==> config.mk <==
export PLATFORM = sky130hd
export DESIGN_NAME = sec_watchdog
export DESIGN_NICKNAME = d
export VERILOG_FILES = /design/src/rtl/wdt_pkg.sv /design/src/rtl/wdt_ctrl.sv /design/src/rtl/wdt_datapath.sv /design/src/rtl/sec_watchdog.sv
export SDC_FILE = /design/constraint.sdc
export NUM_CORES = 1
export LEC_CHECK = 0
export ABC_CLOCK_PERIOD_IN_PS = 2500
export BUFFER_PORTS_ARGS = -buffer_cell sky130_fd_sc_hd__buf_2
export CAP_MARGIN = 20
export CORE_MARGIN = 10
export CORE_UTILIZATION = 59
export CTS_BUF_LIST = sky130_fd_sc_hd__clkbuf_16
export DETAILED_ROUTE_END_ITERATION = 16
export GPL_TIMING_DRIVEN = 0
export PLACE_DENSITY_LB_ADDON = 0.3
export SLEW_MARGIN = 20
export SYNTH_ARGS = -nofsm -noshare
export SYNTH_HDL_FRONTEND = slang
export SYNTH_SLANG_ARGS = --single-unit
==> constraint.sdc <==
create_clock -name clk -period 2.5 [get_ports clk]
set_input_delay 0.375 -clock clk [delete_from_list [all_inputs] [get_ports clk]]
set_output_delay 0.375 -clock clk [all_outputs]
set_load 0.02 [all_outputs]
==> src/rtl/wdt_pkg.sv <==
package wdt_pkg;
  // Strobes and settings passed from the register control to the datapath
  typedef struct packed {
    logic       load;      // counter register written
    logic [7:0] loadVal;   // value written
    logic       stop;      // keyboard-stop event
    logic       reload;    // enabled activity event
    logic       clrFlag;   // status written with bit 4 = 0
    logic       minUnits;  // one unit = 60 seconds
    logic       routeKbd;  // mirror pulse onto keyboard reset
  } wdtStrobe_t;

  localparam int unsigned SECS_PER_MIN = 60;
endpackage

==> src/rtl/wdt_ctrl.sv <==
module wdt_ctrl
  import wdt_pkg::*;
#(
  parameter logic [7:0] TMO_ADDR = 8'hF6,
  parameter logic [7:0] CTL_ADDR = 8'hF5,
  parameter logic [7:0] STS_ADDR = 8'hF7
) (
  input  logic       clk,
  input  logic       rstN,
  input  logic       regWr,
  input  logic [7:0] regAddr,
  input  logic [7:0] regWdata,
  output logic [7:0] regRdata,
  input  logic       kbdEvent,
  input  logic       mouseEvent,
  input  logic [7:0] countIn,
  input  logic       expiredIn,
  output wdtStrobe_t strb
);
  logic [7:0] ctlReg;
  logic       kbdEn, mouseEn;
  logic       wrTmo, wrCtl, wrSts;

  assign wrTmo = regWr && (regAddr == TMO_ADDR);
  assign wrCtl = regWr && (regAddr == CTL_ADDR);
  assign wrSts = regWr && (regAddr == STS_ADDR);

  always_ff @(posedge clk or negedge rstN) begin
    if (!rstN) begin
      ctlReg  <= '0;
      kbdEn   <= 1'b0;
      mouseEn <= 1'b0;
    end else begin
      if (wrCtl) ctlReg <= regWdata;
      if (wrSts) begin
        mouseEn <= regWdata[7];
        kbdEn   <= regWdata[6];
      end
    end
  end

  always_comb begin
    strb          = '0;
    strb.load     = wrTmo;
    strb.loadVal  = regWdata;
    strb.stop     = kbdEvent && ctlReg[2] && !wrTmo;
    strb.reload   = ((kbdEvent && kbdEn) || (mouseEvent && mouseEn)) && !wrTmo && !strb.stop;
    strb.clrFlag  = wrSts && !regWdata[4];
    strb.minUnits = ctlReg[3];
    strb.routeKbd = ctlReg[1];
  end

  always_comb begin
    unique case (regAddr)
      TMO_ADDR: regRdata = countIn;
      CTL_ADDR: regRdata = ctlReg;
      STS_ADDR: regRdata = {mouseEn, kbdEn, 1'b0, expiredIn, 4'b0000};
      default:  regRdata = 8'h00;
    endcase
  end

  // a keyboard stop never coexists with a reload request
  p_stop_wins_r11: assert property (@(posedge clk) disable iff (!rstN)
    (kbdEvent && ctlReg[2] && !wrTmo) |-> !strb.reload);
endmodule

==> src/rtl/wdt_datapath.sv <==
module wdt_datapath
  import wdt_pkg::*;
#(
  parameter int unsigned CLKS_PER_SEC = 32768,
  parameter int unsigned PULSE_CLKS   = 16
) (
  input  logic       clk,
  input  logic       rstN,
  input  wdtStrobe_t strb,
  output logic [7:0] count,
  output logic       expired,
  output logic       timeoutN,
  output logic       kbdRstN
);
  localparam int unsigned PW = $clog2(CLKS_PER_SEC + 1);
  localparam int unsigned MW = $clog2(SECS_PER_MIN + 1);
  localparam int unsigned QW = $clog2(PULSE_CLKS + 1);

  logic [PW-1:0] presc;
  logic [MW-1:0] minCnt;
  logic [QW-1:0] pulseCnt;
  logic [7:0]    reloadVal;
  logic          running, restart, secTick, unitTick, fire;

  assign running  = (count != 8'd0);
  assign restart  = strb.load || strb.stop || strb.reload;
  assign secTick  = running && (presc == PW'(CLKS_PER_SEC - 1));
  assign unitTick = secTick && (!strb.minUnits || (minCnt == MW'(SECS_PER_MIN - 1)));
  assign fire     = unitTick && (count == 8'd1) && !restart;

  always_ff @(posedge clk or negedge rstN) begin
    if (!rstN) begin
      presc     <= '0;
      minCnt    <= '0;
      count     <= '0;
      reloadVal <= '0;
      expired   <= 1'b0;
      pulseCnt  <= '0;
    end else begin
      if (restart || !running || secTick) presc <= '0;
      else                                presc <= presc + 1'b1;

      if (restart || !running) minCnt <= '0;
      else if (secTick)        minCnt <= (minCnt == MW'(SECS_PER_MIN - 1)) ? '0 : minCnt + 1'b1;

      if (strb.load) begin
        count <= strb.loadVal;
        if (strb.loadVal != 8'd0) reloadVal <= strb.loadVal;
      end else if (strb.stop) begin
        count <= 8'd0;
      end else if (strb.reload && running) begin
        count <= reloadVal;
      end else if (unitTick) begin
        count <= count - 8'd1;
      end

      if (fire)                                              expired <= 1'b1;
      else if ((strb.load && strb.loadVal != 8'd0) || strb.clrFlag) expired <= 1'b0;

      if (fire)                  pulseCnt <= QW'(PULSE_CLKS);
      else if (pulseCnt != '0)   pulseCnt <= pulseCnt - 1'b1;
    end
  end

  assign timeoutN = (pulseCnt == '0);
  assign kbdRstN  = !((pulseCnt != '0) && strb.routeKbd);

  // between loads the count holds or drops by exactly one
  p_count_step_r2: assert property (@(posedge clk) disable iff (!rstN)
    (!restart && count != 8'd0) |=> (count == $past(count) || count == $past(count) - 8'd1));
  // a stopped counter stays at zero without a load
  p_zero_holds_r3: assert property (@(posedge clk) disable iff (!rstN)
    (count == 8'd0 && !strb.load) |=> (count == 8'd0));
  // a nonzero load appears in the counter and clears the flag
  p_load_lands_r8: assert property (@(posedge clk) disable iff (!rstN)
    (strb.load && strb.loadVal != 8'd0) |=> (count == $past(strb.loadVal) && !expired));
  // the flag rises together with the timeout pulse
  p_flag_pulse_r4: assert property (@(posedge clk) disable iff (!rstN)
    $rose(expired) |-> !timeoutN);
  // keyboard reset is only low inside a timeout pulse
  p_kbd_in_pulse_r7: assert property (@(posedge clk) disable iff (!rstN)
    !kbdRstN |-> !timeoutN);
endmodule

==> src/rtl/sec_watchdog.sv <==
module sec_watchdog
  import wdt_pkg::*;
#(
  parameter int unsigned CLKS_PER_SEC = 32768,
  parameter int unsigned PULSE_CLKS   = 16,
  parameter logic [7:0]  TMO_ADDR     = 8'hF6,
  parameter logic [7:0]  CTL_ADDR     = 8'hF5,
  parameter logic [7:0]  STS_ADDR     = 8'hF7
) (
  input  logic       clk,
  input  logic       rstN,
  input  logic       regWr,
  input  logic [7:0] regAddr,
  input  logic [7:0] regWdata,
  output logic [7:0] regRdata,
  input  logic       kbdEvent,
  input  logic       mouseEvent,
  output logic       timeoutN,
  output logic       kbdRstN
);
  wdtStrobe_t strb;
  logic [7:0] count;
  logic       expired;

  wdt_ctrl #(.TMO_ADDR(TMO_ADDR), .CTL_ADDR(CTL_ADDR), .STS_ADDR(STS_ADDR)) i_ctrl (
    .clk(clk), .rstN(rstN), .regWr(regWr), .regAddr(regAddr), .regWdata(regWdata),
    .regRdata(regRdata), .kbdEvent(kbdEvent), .mouseEvent(mouseEvent),
    .countIn(count), .expiredIn(expired), .strb(strb)
  );

  wdt_datapath #(.CLKS_PER_SEC(CLKS_PER_SEC), .PULSE_CLKS(PULSE_CLKS)) i_dp (
    .clk(clk), .rstN(rstN), .strb(strb), .count(count), .expired(expired),
    .timeoutN(timeoutN), .kbdRstN(kbdRstN)
  );
endmodule

==> impl_metrics.toml, run 1 <==
[route]
drc = 0
postRouteAntennaNets = 0
first_pass_iters = 4
wl_um = 6880
drt_iter0_markers = 227
wl_per_cell_um = 17.0
viasPerCell = 5.98
vias = 2422

[setup_path]
end_kind = "register"
setup.worst_path.class = "register to register"
crit_chain = "inv_1 > ha_1 > a311oi_2 > nand3_1 > nand2_1 > mux2_1"
crit_family = "simple AND/OR/NAND/NOR gates"
worst-r2r-cell-count = 6
worstPathArrival_ns = 2.43
cp.required_ns = 2.67
start_kind = "register"
slowest_stage = "dfrtp_1"
regToRegSetupSlack_ns = 0.25
cp_num_cells = 6
max_stage_delay_ns = 0.44
cp_max_fo = 6
cp_num_buf_inv = 1

[hold_path]
hold_class = "input pin to asynchronous set/reset pin"

[cts]
cts_sinks = 54
cts_resized = 0
hold_buffers = 0
cts_made_buffers = 5
insertion_delay_ns = 0.29
root_buffer = "clkbuf_16"
post_cts_buffers = 0
cts_tree = "done"
cts.path.max_buffers = 2
htreeDepth = 2
clk_pin_slew_ns = 0.07

[logic_synthesis]
synth_area_um2 = 3020
synth.avg_cell_area_um2 = 10.1
synth_top_cell_area_share_pct = 44.8
ys_seq_elements = 54
ys_seq_area_share_pct = 44.8
synth_cell_types = 56
ys.flop_type = "dfrtp_1"
yosys_warnings = 0
synth_edf_count = 0
synth_top_cell_by_area = "dfrtp_1"
async_flop_share_pct = 100
netlist_instances = 300
synthTopCellsByArea = "dfrtp_1 (45%), mux2_2 (4.9%), nor2_1 (4.9%), nand2_1 (3.6%), a22oi_1 (3.2%)"
syn-num-nets = 328

[timing]
setup_violations = 0
rsz0062_at_grt = "no"
finalSetupTns_ns = 0
period_needed_ns = 2.25
fmax_mhz = 444
timing.final.ws_setup_ns = 0.247
finalClockSkew_ns = 0.00405
timing_hold_violations_final = 0
period_share_pct = 90.1
worst_pin_slew_ns = 0.935
slew_viol_final = 0
slew_headroom_pct = 37.3

[cells_and_area]
final_net_count = 365
antenna_cells = 0
regArea_um2 = 1350
multi_input_area_um2 = 1600
fin_cells = 405
design_area_um2 = 3390
final.fill_count = 353
drive_above_1_share_pct = 21.6
area_growth_pct = 12.4

[place]
place_congestion = 0.888
dpl.hpwl_um = 5000
portBuffers = 30
dpl_worst_slack_ns = 0.0929
dp_cells = 397
placed_area_um2 = 3250

[floorplanning]
core_um2 = 4850
start_util_pct = 62.2
die_h_um = 91.5
placementRows = 25
io_pins = 31
die_width_um = 91.5
dieArea_um2 = 8370

[global_routing]
gr-usage-met1_pct = 23.4
gr-total-overflow = 0
grtUsageTotal_pct = 17.1
grt_pass1_wl_um = 11900
grt_max_degree = 55
globalRoute.busiestLayer = "met2"
grt_antenna_before_repair = 0
grt_use_met3_pct = 4.61
grt_pass1_vias = 2450
grt_util_met2_pct = 25.8

[pwr]
leakagePower_nw = 1.60
power.density_nw_per_um2 = 706
max-vdd-ir-drop_uv = 420

[status]
status = "complete, no violations"

[run]
cap_violations = 0
[layer usage]
metal	vias up	routed length (µm)
li1	1168	-
met1	1167	3170
met2	74	3150
met3	13	466
met4	0	89
met5	-	0
[path summary, 6_finish.rpt]
kind                                                      end                      start
worst max-delay path                i_dp.count[3]$_DFFE_PN0P_  i_dp.count[0]$_DFFE_PN0P_
worst min-delay path                  i_dp.presc[9]$_DFF_PN0_                       rstN
worst max register to register      i_dp.count[3]$_DFFE_PN0P_  i_dp.count[0]$_DFFE_PN0P_
worst min register to register        i_dp.presc[0]$_DFF_PN0_    i_dp.presc[0]$_DFF_PN0_
max in group asynchronous           i_dp.count[4]$_DFFE_PN0P_                       rstN
min in group clk                i_dp.reloadVal[1]$_DFFE_PN0P_                regWdata[1]
[flip-flops by register name, indices dropped and copies added, names as in the netlist]
| name | flops |
|---|---|
| i_ctrl.kbdEn | 1 |
| i_ctrl.mouseEn | 1 |
| i_dp.minCnt | 6 |
| i_dp.expired | 1 |
| i_dp.count | 8 |
| i_dp.presc | 16 |
| i_dp.reloadVal | 8 |
| i_dp.pulseCnt | 5 |
| i_ctrl.ctlReg | 8 |
[Yosys cell counts (all sizes together), types with 5 or more instances]
cell type / n
nand2: 29
o31ai: 5
a21oi: 8
and3: 6
xor2: 10
nand3: 9
a22oi: 13
buf: 5
nor2: 40
inv: 5
o21ai: 7
xnor2: 10
nand4: 7
dfrtp: 54
and2: 8
ha: 7
nor3: 6
mux2: 15
[stage by stage]
stage / hold slack, ns / util (%) / power, mW
finish: 0.111 / 69.9 / 2.39
CTS: 0.156 / 69.9 / 2.39
global route: 0.169 / 69.9 / 2.55
global placement: 0.437 / 67.0 / 1.71
detailed placement: 0.449 / 67.1 / 1.74
floorplan: 0.0794 / - / 1.57
[cell families (layout without fill, tap and decap cells)]
logic type / count (synthesis) / in the layout / synth area share [%]
compound gates: 58 / 58 / 14.9
buf+inv: 14 / 52 / 2.16
mux: 17 / 17 / 6.26
simple gates: 130 / 130 / 23.2
flops: 54 / 54 / 44.8
xor+xnor: 20 / 20 / 5.81
fa+ha+maj: 7 / 7 / 2.90
[report_power, final]
| group | switching, mW | internal [mW] | total (mW) | leakage, nW |
|---|---|---|---|---|
| Combinational | 0.280 | 0.274 | 0.554 | 0.811 |
| Sequential | 0.171 | 1.01 | 1.18 | 0.715 |
| Clock | 0.295 | 0.363 | 0.658 | 0.0724 |
[placed cells by master, fill, tap and decap left out, drive strengths merged, types with 3 or more instances in the layout]
cell type,instances
nand2b,3
a311oi,3
buf,35
and3,6
mux2,15
and2,8
nand4,7
nor3,6
nor2,40
a2bb2oi,4
a211o,4
a22o,4
a21oi,8
nor4,4
xor2,10
nand2,29
xnor2,10
o21ai,7
or3,4
o31ai,5
clkbuf,9
and4,4
ha,7
a22oi,13
nand3,9
nor2b,3
dfrtp,54
inv,6
[final cells by class]
| type | count | share of cell area, % |
|---|---|---|
| tap | 67 | 2.47 |
| clock buffer | 5 | 3.69 |
| timing repair buffer | 30 | 4.50 |
| inverter | 5 | 0.554 |
| buffer | 9 | 1.37 |
| clock inverter | 3 | 0.369 |
| sequential | 54 | 39.9 |
| multi-input combinational | 232 | 47.2 |
Power figures use the tool's default switching activity.
==> run 2: changes to the inputs <==
CTS_BUF_LIST = sky130_fd_sc_hd__clkbuf_4 sky130_fd_sc_hd__clkbuf_8   (was sky130_fd_sc_hd__clkbuf_16)
CTS_CLUSTER_SIZE = 24   (was default)
==> run 2 against run 1 <==
  * Sequential cell count did not move
  * Register-to-register slack got worse by 0.03 ns
  * First-iteration DRC count did not move
  * Sequential share of layout area rose by 0.51 points
  * Setup slack got worse by 0.027 ns
  * Critical path depth did not move
  * Maximum frequency fell by 1.2%
  * Clock skew rose by 0.0032 ns
  * Critical path type unchanged
  * Highest routed layer unchanged
==> impl_metrics.toml, run 2 (same netlist as run 1, synthesis figures left out) <==
[global_routing]
grt_pass1_wl_um = 11800
grt_max_degree = 55
gr-total-overflow = 0
grt_antenna_before_repair = 0
grtUsageTotal_pct = 16.9
grt_pass1_vias = 2421

[timing]
fmax_mhz = 439
timing_hold_violations_final = 0
slew_viol_final = 0
finalSetupTns_ns = 0
timing.final.ws_setup_ns = 0.220
worst_pin_slew_ns = 0.907
period_needed_ns = 2.28
finalClockSkew_ns = 0.00727
setup_violations = 0
rsz0062_at_grt = "no"
slew_headroom_pct = 39.2
period_share_pct = 91.2

[cells_and_area]
area_growth_pct = 11.0
largest_reg_flops = 16
max_flop_register = "i_dp.presc"
design_area_um2 = 3350
final_cell_mix = "dfrtp_1 (54), nor2_1 (39), buf_2 (33)"
antenna_cells = 0
fin_util_pct = 69.1
final_common_cell = "dfrtp_1"
drive_above_1_share_pct = 22.2
final_net_count = 365

[cts]
cts_made_buffers = 5
root_buffer = "clkbuf_8"
hold_buffers = 0
clk_pin_slew_ns = 0.09
cts_sinks = 54
cts_tree = "done"
htreeDepth = 2
cts_resized = 0
insertion_delay_ns = 0.31
post_cts_buffers = 0
cts.path.max_buffers = 2

[place]
dpl_worst_slack_ns = 0.0929
placed_area_um2 = 3250
place_congestion = 0.888
portBuffers = 30
dpl.hpwl_um = 5000

[pwr]
switching_share_pct = 32.1
power_frac_clock_pct = 22.7
p_seq_share_pct = 52.7
max-vdd-ir-drop_uv = 369
pwr-share-comb_pct = 24.6
power.density_nw_per_um2 = 668
leakagePower_nw = 1.58
power.internal_mw = 1.52
power.switching_mw = 0.718
finalPower_mw = 2.24

[route]
drt_iter0_markers = 227
vias = 2412
drc = 0
wl_um = 6750
postRouteAntennaNets = 0
first_pass_iters = 4
wl_per_cell_um = 16.7
viasPerCell = 5.96

[run]
cap_violations = 0

[setup_path]
worst-r2r-cell-count = 6
crit_end = "i_dp.count[3]$_DFFE_PN0P_"
regToRegSetupSlack_ns = 0.22
r2r-end = "i_dp.count[3]$_DFFE_PN0P_"
worstPathArrival_ns = 2.48
cp-startpoint = "i_dp.count[0]$_DFFE_PN0P_"
slowest_stage = "dfrtp_1"
crit_chain = "inv_1 > ha_1 > a311oi_2 > nand3_1 > nand2_1 > mux2_1"
end_kind = "register"
start_kind = "register"
max_stage_delay_ns = 0.44
setup.worst_path.class = "register to register"
cp.required_ns = 2.70
cp_max_fo = 6
reg2reg_from = "i_dp.count[0]$_DFFE_PN0P_"

[status]
status = "complete, no violations"

[floorplanning]
dieArea_um2 = 8370
start_util_pct = 62.2
core_um2 = 4850
placementRows = 25
die_h_um = 91.5
die_width_um = 91.5
io_pins = 31

[hold_path]
hold_class = "input pin to asynchronous set/reset pin"
-- run 2: changes by cell type in the layout (fill, tap and decap cells not counted) --
cell / before / now
clkbuf_16: 5 / 0
clkbuf_4: 0 / 1
clkbuf_8: 0 / 6
clkinv_1: 1 / 0
inv_1: 6 / 5
-- run 2: final cells by class --
| type | instances | area (µm²) |
|---|---|---|
| repair buffers | 30 | 153 |
| multi-input cells | 232 | 1600 |
| plain buffers | 9 | 46.3 |
| inverters | 5 | 18.8 |
| well taps | 67 | 83.8 |
| fillers | 365 | 1500 |
| clock buffers | 7 | 90.1 |
| flip-flops and latches | 54 | 1350 |
| clock inverters | 1 | 5.00 |
-- run 2: how the worst min path moves through the flow --
| stage | slack (ns) | end |
|---|---|---|
| finish | 0.09 | i_dp.presc[9]$_DFF_PN0_ |
| global route | 0.13 | i_dp.presc[9]$_DFF_PN0_ |
| CTS | 0.13 | i_dp.presc[9]$_DFF_PN0_ |
| detailed placement | 0.45 | i_dp.presc[0]$_DFF_PN0_ |
| global placement | 0.44 | i_dp.presc[0]$_DFF_PN0_ |
| floorplan | 0.08 | i_ctrl.ctlReg[0]$_DFFE_PN0P_ |
-- run 2: worst max-delay path: cells and delay by family (launching register included) --
kind	cells	cell delay, ns
buf+inv	1	0.11
mux	1	0.35
fa+ha+maj	1	0.27
compound gates	1	0.34
simple gates	2	0.66
flops	1	0.44
-- run 2: stage by stage --
step | std cells | hold slack, ns
floorplan | 300 | 0.0794
global placement | 397 | 0.437
detailed placement | 397 | 0.449
CTS | 405 | 0.127
global route | 405 | 0.134
finish | 405 | 0.0865
-- run 2: metal layers --
| layer | part of all wire (%) | up-vias | routed length, µm | track usage [%] |
|---|---|---|---|---|
| met5 | 0 | - | 0 | 0 |
| met1 | 46 | 1171 | 3100 | 23.3 |
| met3 | 6.8 | 6 | 456 | 4.94 |
| li1 | - | 1171 | - | - |
| met4 | 0.96 | 0 | 65 | 5.22 |
| met2 | 46 | 64 | 3120 | 24.9 |
-- run 2: power groups by stage --
stage          sequential, mW  combinational (mW)  clock [mW]
2_1_floorplan            1.15               0.422           0
3_3_place_gp             1.18               0.525           0
3_5_place_dp             1.19               0.546           0
4_1_cts                  1.18               0.553       0.519
5_1_grt                  1.20               0.629       0.565
6_report                 1.18               0.551       0.508
